[src/rtl/pswd_pkg.sv]
package pswd_pkg;
  localparam int DEF_BASE_MOD = 2;  // prescaler low modulus N
  localparam int DEF_PC_W     = 3;  // program counter modulus 2**PC_W
  localparam int DEF_SW_W     = 3;  // swallow word width

  function automatic int ratio_f(int base_mod, int pc_mod, int s);
    return base_mod * pc_mod + s;
  endfunction
endpackage

[src/rtl/pswd_prescaler.sv]
module pswd_prescaler #(
  parameter int BASE_MOD = pswd_pkg::DEF_BASE_MOD
) (
  input  logic clk_i,
  input  logic rst_ni,
  input  logic mod_ctrl_i,
  output logic tick_o
);
  localparam int CW = $clog2(BASE_MOD + 1);
  localparam logic [CW-1:0] LAST_LO = CW'(BASE_MOD - 1);
  localparam logic [CW-1:0] LAST_HI = CW'(BASE_MOD);

  logic [CW-1:0] cnt_q;
  logic [CW-1:0] last;

  assign last   = mod_ctrl_i ? LAST_LO : LAST_HI;
  assign tick_o = (cnt_q == last);

  always_ff @(posedge clk_i or negedge rst_ni) begin
    if (!rst_ni)     cnt_q <= '0;
    else if (tick_o) cnt_q <= '0;
    else             cnt_q <= cnt_q + CW'(1);
  end
endmodule

[src/rtl/pswd_swallow.sv]
module pswd_swallow #(
  parameter int SW_W = pswd_pkg::DEF_SW_W
) (
  input  logic            clk_i,
  input  logic            rst_ni,
  input  logic            tick_i,
  input  logic            restart_i,
  input  logic [SW_W-1:0] swallow_i,
  output logic            mod_ctrl_o,
  output logic [SW_W-1:0] swallow_q_o
);
  logic [SW_W-1:0] cnt_q;
  logic [SW_W-1:0] s_q;

  // reaching the programmed word freezes the count and holds the output high
  assign mod_ctrl_o  = (cnt_q == s_q);
  assign swallow_q_o = s_q;

  always_ff @(posedge clk_i or negedge rst_ni) begin
    if (!rst_ni) begin
      cnt_q <= '0;
      s_q   <= '0;
    end else if (restart_i) begin
      cnt_q <= '0;
      s_q   <= swallow_i;
    end else if (tick_i && !mod_ctrl_o) begin
      cnt_q <= cnt_q + SW_W'(1);
    end
  end
endmodule

[src/rtl/pswd_progctr.sv]
module pswd_progctr #(
  parameter int PC_W = pswd_pkg::DEF_PC_W
) (
  input  logic clk_i,
  input  logic rst_ni,
  input  logic tick_i,
  output logic wrap_o
);
  logic [PC_W-1:0] cnt_q;

  assign wrap_o = tick_i && (&cnt_q);

  always_ff @(posedge clk_i or negedge rst_ni) begin
    if (!rst_ni)     cnt_q <= '0;
    else if (tick_i) cnt_q <= cnt_q + PC_W'(1);  // natural wrap at 2**PC_W
  end
endmodule

[src/rtl/pswd_shaper.sv]
module pswd_shaper #(
  parameter int BASE_MOD = pswd_pkg::DEF_BASE_MOD,
  parameter int PC_MOD   = 8,
  parameter int SW_W     = pswd_pkg::DEF_SW_W,
  parameter int POS_W    = 5
) (
  input  logic            clk_i,
  input  logic            rst_ni,
  input  logic            wrap_i,
  input  logic [SW_W-1:0] swallow_q_i,
  output logic            div_clk_o,
  output logic            period_end_o
);
  localparam logic [POS_W-1:0] BASE_RATIO = POS_W'(BASE_MOD * PC_MOD);

  logic [POS_W-1:0] pos_q;
  logic [POS_W-1:0] ratio;
  logic [POS_W-1:0] half;
  logic             pe_q;

  assign ratio        = BASE_RATIO + POS_W'(swallow_q_i);
  assign half         = ratio >> 1;
  assign div_clk_o    = (pos_q < half);
  assign period_end_o = pe_q;

  always_ff @(posedge clk_i or negedge rst_ni) begin
    if (!rst_ni) begin
      pos_q <= '0;
      pe_q  <= 1'b0;
    end else begin
      pe_q  <= wrap_i;
      pos_q <= wrap_i ? '0 : pos_q + POS_W'(1);
    end
  end
endmodule

[src/rtl/swallow_clk_div.sv]
module swallow_clk_div #(
  parameter int BASE_MOD = pswd_pkg::DEF_BASE_MOD,
  parameter int PC_W     = pswd_pkg::DEF_PC_W,
  parameter int SW_W     = pswd_pkg::DEF_SW_W
) (
  input  logic            clk_i,
  input  logic            rst_ni,
  input  logic [SW_W-1:0] swallow_i,
  output logic            div_clk_o,
  output logic            mod_ctrl_o,
  output logic            period_end_o
);
  localparam int PC_MOD    = 1 << PC_W;
  localparam int RATIO_MAX = pswd_pkg::ratio_f(BASE_MOD, PC_MOD, (1 << SW_W) - 1);
  localparam int POS_W     = $clog2(RATIO_MAX);

  logic            tick;
  logic            wrap;
  logic            mc;
  logic [SW_W-1:0] swallow_q;

  assign mod_ctrl_o = mc;

  pswd_prescaler #(.BASE_MOD(BASE_MOD)) u_presc (
    .clk_i(clk_i), .rst_ni(rst_ni), .mod_ctrl_i(mc), .tick_o(tick)
  );

  pswd_swallow #(.SW_W(SW_W)) u_swallow (
    .clk_i(clk_i), .rst_ni(rst_ni), .tick_i(tick), .restart_i(wrap),
    .swallow_i(swallow_i), .mod_ctrl_o(mc), .swallow_q_o(swallow_q)
  );

  pswd_progctr #(.PC_W(PC_W)) u_prog (
    .clk_i(clk_i), .rst_ni(rst_ni), .tick_i(tick), .wrap_o(wrap)
  );

  pswd_shaper #(
    .BASE_MOD(BASE_MOD), .PC_MOD(PC_MOD), .SW_W(SW_W), .POS_W(POS_W)
  ) u_shape (
    .clk_i(clk_i), .rst_ni(rst_ni), .wrap_i(wrap), .swallow_q_i(swallow_q),
    .div_clk_o(div_clk_o), .period_end_o(period_end_o)
  );
endmodule

[config.mk]
export PLATFORM = sky130hd
export DESIGN_NAME = swallow_clk_div
export DESIGN_NICKNAME = d
export VERILOG_FILES = /design/src/rtl/pswd_pkg.sv /design/src/rtl/pswd_prescaler.sv /design/src/rtl/pswd_swallow.sv /design/src/rtl/pswd_progctr.sv /design/src/rtl/pswd_shaper.sv /design/src/rtl/swallow_clk_div.sv
export SDC_FILE = /design/constraint.sdc
export NUM_CORES = 1
export LEC_CHECK = 0
export BUFFER_PORTS_ARGS = -buffer_cell sky130_fd_sc_hd__buf_2
export CORE_MARGIN = 2
export CORE_UTILIZATION = 50
export CTS_CLUSTER_SIZE = 12
export DETAILED_ROUTE_END_ITERATION = 10
export PLACE_DENSITY = 0.71
export REMOVE_ABC_BUFFERS = 1
export SLEW_MARGIN = 20
export SYNTH_ARGS = -nofsm -noshare
export SYNTH_HDL_FRONTEND = slang
export SYNTH_SLANG_ARGS = --single-unit
[constraint.sdc]
create_clock -name clk_i -period 1.6 [get_ports clk_i]
set_clock_uncertainty 0.2 [all_clocks]
set_input_delay 0.08 -clock clk_i [delete_from_list [all_inputs] [get_ports clk_i]]
set_output_delay 0.08 -clock clk_i [all_outputs]
set_load 0.005 [all_outputs]
==> metrics.txt <==
# TYPE chip_impl_metric gauge
chip_impl_metric{name="path_clk_slew",unit="ns"} 0.11
chip_impl_metric{name="fp.dieH",unit="um"} 51.11
chip_impl_metric{name="average_cell_area_after_synthesis",unit="um2"} 10.18
chip_impl_metric{name="design.portCount",unit=""} 8
chip_impl_metric{name="core",unit="um2"} 2148
chip_impl_metric{name="place.detailed.instances",unit=""} 172
chip_impl_metric{name="cell_area_after_layout",unit="um2"} 1694
chip_impl_metric{name="antenna_found_initial",unit=""} 0
chip_impl_metric{name="critical_path.n_buffers_inverters",unit=""} 3
chip_impl_metric{name="first_global_vias",unit=""} 1131
chip_impl_metric{name="instances_no_fill",unit=""} 188
chip_impl_metric{name="pin_count_of_the_biggest_net_entering_global_routing",unit=""} 18
chip_impl_metric{name="placement.cell_area",unit="um2"} 1398
chip_impl_metric{name="synth.mux.area_fraction",unit="%"} 0
chip_impl_metric{name="hold_ws",unit="ns"} 0.01921
chip_impl_metric{name="multi_input_area",unit="um2"} 777.0
chip_impl_metric{name="dpl.hpwl",unit="um"} 1978
chip_impl_info{name="clockRootBuffer",value="clkbuf_4"} 1
chip_impl_info{name="cpLargestDelayFamily",value="flip-flops"} 1
chip_impl_metric{name="place.port_buffers",unit=""} 7
chip_impl_metric{name="slew-limit-headroom",unit="%"} 72.56
chip_impl_metric{name="route.detailed.vias_per_inst",unit=""} 5.904
chip_impl_info{name="crit_slowest_cell",value="dfrtp_1"} 1
chip_impl_metric{name="final_net_count",unit=""} 171
chip_impl_metric{name="yosys_warnings",unit=""} 0
chip_impl_metric{name="num_antenna_cells",unit=""} 0
chip_impl_metric{name="cts_buffers",unit=""} 3
chip_impl_metric{name="area.sequential",unit="um2"} 426.7
chip_impl_metric{name="drt-total-wl",unit="um"} 3259
chip_impl_metric{name="final-setup-viol-count",unit=""} 19
chip_impl_metric{name="synth.distinct_cells",unit=""} 35
chip_impl_metric{name="number_of_synthesized_register_bits",unit=""} 17
chip_impl_metric{name="timing.final.crit_period",unit="ns"} 1.912
chip_impl_metric{name="clk-insertion-delay-late",unit="ns"} 0.30
chip_impl_metric{name="ir_worst_vdd",unit="uV"} 1521
chip_impl_metric{name="global_route.overflow_total",unit=""} 0
chip_impl_metric{name="drcViolationCount",unit=""} 0
chip_impl_metric{name="crit_fanout",unit=""} 7
chip_impl_info{name="worst-setup-path-type",value="register to register"} 1
chip_impl_metric{name="data_required_critical_path",unit="ns"} 1.59
chip_impl_info{name="hold_path.class",value="input port to asynchronous set/reset pin"} 1
chip_impl_metric{name="dr_total_vias",unit=""} 1110
chip_impl_metric{name="final_util",unit="%"} 78.86
chip_impl_metric{name="setup_tns",unit="ns"} -4.378
chip_impl_metric{name="worst_ep_arrival_time",unit="ns"} 1.90
chip_impl_metric{name="postLayoutSetupSlackWorst",unit="ns"} -0.3119
chip_impl_metric{name="power_density",unit="nW/um2"} 2240
chip_impl_metric{name="synthesis.instances",unit=""} 109
chip_impl_info{name="final_common_cell",value="buf_4"} 1
chip_impl_metric{name="floorplan.die.width",unit="um"} 51.11
chip_impl_info{name="outcome",value="finished, violations left"} 1
chip_impl_metric{name="global_router_s_overall_resource_usage",unit="%"} 27.26
chip_impl_metric{name="leakagePower",unit="nW"} 0.7262
chip_impl_metric{name="ctsLongestPathBuffers",unit=""} 2
chip_impl_metric{name="htree_num_levels",unit=""} 1
chip_impl_metric{name="tightestPinTransition",unit="ns"} 0.4117
chip_impl_metric{name="filler_cell_count",unit=""} 120
chip_impl_metric{name="cts.sink_count",unit=""} 17
chip_impl_info{name="combinational_family_with_the_most_area_after_synthesis",value="compound AO/OA/AOI/OAI gates"} 1
chip_impl_metric{name="fp-row-count",unit=""} 17
chip_impl_metric{name="compound_gate_fraction_of_synth_area",unit="%"} 26.61
chip_impl_info{name="worst_path_cell_chain",value="buf_4, xnor2_4, buf_12, buf_4, nand4_1, o22ai_1, a221oi_1"} 1
chip_impl_metric{name="achievable-frequency",unit="GHz"} 0.5230
chip_impl_metric{name="wl_per_cell",unit="um"} 17.34
chip_impl_metric{name="detail_route.first_pass.iterations",unit=""} 6
chip_impl_metric{name="initial_core_util",unit="%"} 51.66
chip_impl_info{name="violations_in_the_final_reports",value="setup timing"} 1
chip_impl_metric{name="post_route_cells_drive_above_1_share",unit="%"} 53.13
chip_impl_metric{name="drt_iter0_markers",unit=""} 35
chip_impl_metric{name="cap_viol_max_count",unit=""} 0
chip_impl_info{name="layout_common_cells",value="buf_4 (34), dfrtp_1 (16), nand2_1 (11)"} 1
chip_impl_metric{name="yosys.area_share.xor_xnor",unit="%"} 9.132
chip_impl_metric{name="first_pass_grt_wire_length",unit="um"} 5202
chip_impl_metric{name="synth_seq_area_share",unit="%"} 38.33
chip_impl_metric{name="synth_simple_gate_area_share",unit="%"} 15.45
chip_impl_metric{name="cp_slowest_stage_delay",unit="ns"} 0.42
chip_impl_metric{name="routabilityCongestion",unit=""} 0.8474
chip_impl_metric{name="fp.dieArea",unit="um2"} 2612
chip_impl_metric{name="total_power",unit="mW"} 3.795
chip_impl_metric{name="mappedNetlistArea",unit="um2"} 1110
chip_impl_info{name="cp-start-kind",value="register"} 1
chip_impl_metric{name="antenna_violating_nets_post_route",unit=""} 0
chip_impl_metric{name="place_ws",unit="ns"} -0.2821
chip_impl_metric{name="report.final.slew_viol_count",unit=""} 0
chip_impl_info{name="crit_path_frequent_cell",value="buf_4"} 1
chip_impl_metric{name="area_delta_synth_final",unit="%"} 52.65
chip_impl_metric{name="min_period_over_period",unit="%"} 119.5
chip_impl_info{name="clock_tree_from_tritoncts",value="built"} 1
chip_impl_metric{name="post_synthesis_share_of_cell_area_spent_on_full_adders_half_adders_and_majority_gates",unit="%"} 5.637
chip_impl_metric{name="timing_hold_violations_final",unit=""} 0
chip_impl_info{name="end_kind",value="register"} 1
chip_impl_info{name="setup_repair_after_global_routing_missed_its_margin",value="true"} 1
==> cells by family (layout without fill, tap and decap cells) <==
kind of cell / count (synthesis) / after routing
xor+xnor: 9 / 9
fa+ha+maj: 5 / 5
simple gates: 35 / 35
flops: 17 / 17
compound gates: 34 / 34
buf+inv: 9 / 60
==> registers in the layout, summed over array words and instances (netlist names) <==
register               cells
u_presc.cnt_q              2
u_prog.cnt_q               3
u_shape.period_end_o       1
u_shape.pos_q              5
u_swallow.cnt_q            3
u_swallow.swallow_q_o      3
==> area by class of cell <==
cell class / count / area share [%]
multi-input combinational: 83 / 45.86
sequential: 17 / 25.18
timing repair buffer: 51 / 24.00
tap: 28 / 2.068
clock buffer: 3 / 1.329
inverter: 5 / 1.256
clock inverter: 1 / 0.2954
==> final timing paths <==
path / from / end / slack (ns) / depth (start not counted)
setup reg to reg: u_swallow.swallow_q_o[2]$_DFFE_PN0P_ / u_swallow.swallow_q_o[2]$_DFFE_PN0P_ / -0.31 / 7
min in group clk_i: u_shape.pos_q[0]$_DFF_PN0_ / u_shape.pos_q[0]$_DFF_PN0_ / 0.29 / 1
hold / removal: rst_ni / u_prog.cnt_q[2]$_DFFE_PN0N_ / 0.02 / 2
setup / recovery: u_swallow.swallow_q_o[2]$_DFFE_PN0P_ / u_swallow.swallow_q_o[2]$_DFFE_PN0P_ / -0.31 / 7
hold reg to reg: u_shape.pos_q[0]$_DFF_PN0_ / u_shape.pos_q[0]$_DFF_PN0_ / 0.29 / 1
max in group asynchronous: rst_ni / u_swallow.cnt_q[1]$_DFFE_PN0P_ / 0.87 / 2
==> metal layers <==
layer	global-route usage, %	vias to the layer above	wire length (um)
li1	-	511	-
met4	9.910	0	79
met1	31.59	550	1314
met2	48.48	40	1689
met3	6.433	9	176
met5	0	-	0
==> cell usage after synthesis <==
library cell	instances	area (um2)
a211o_1	1	8.760
a21oi_1	8	40.04
a221oi_1	5	43.79
a221oi_2	2	30.03
a311o_2	2	22.52
a311oi_2	1	15.01
a31o_2	2	17.52
a31oi_1	1	6.260
a31oi_4	1	21.27
and2b_2	1	8.760
and3_1	1	6.260
buf_6	1	11.26
clkbuf_1	1	3.750
clkbuf_4	1	7.510
dfrtp_1	17	425.4
dlymetal6s2s_1	1	12.51
ha_1	5	62.56
inv_1	5	18.77
nand2_1	11	41.29
nand2b_1	5	31.28
nand3_1	2	10.01
nand4_1	2	12.51
nor2_1	7	26.28
nor2b_1	1	6.260
nor3_1	4	20.02
nor4b_1	1	8.760
o21a_1	1	7.510
o21a_2	1	8.760
o21ai_2	1	8.760
o22ai_1	5	31.28
o31ai_2	2	25.02
o32ai_1	1	8.760
xnor2_1	2	17.52
xnor2_2	3	48.80
xor2_1	4	35.03
==> repair_timing <==
item                                   in CTS  in global routing
setup endpoints to repair                  18                 19
endpoints found under the hold margin      20                  0
hold buffers                                4                  0
pin swaps                                  16                 16
setup buffers                               5                  3
gates resized for setup                    20                 10
==> report_power, final <==
group | leakage [nW] | internal, mW | total, mW | switching (mW)
combinational | 0.499 | 1.45 | 2.73 | 1.28
clock | 0.0177 | 0.0932 | 0.242 | 0.149
sequential | 0.210 | 0.613 | 0.822 | 0.209
total | 0.726 | 2.16 | 3.79 | 1.64
Note: power is estimated with default switching activity, not from simulation.
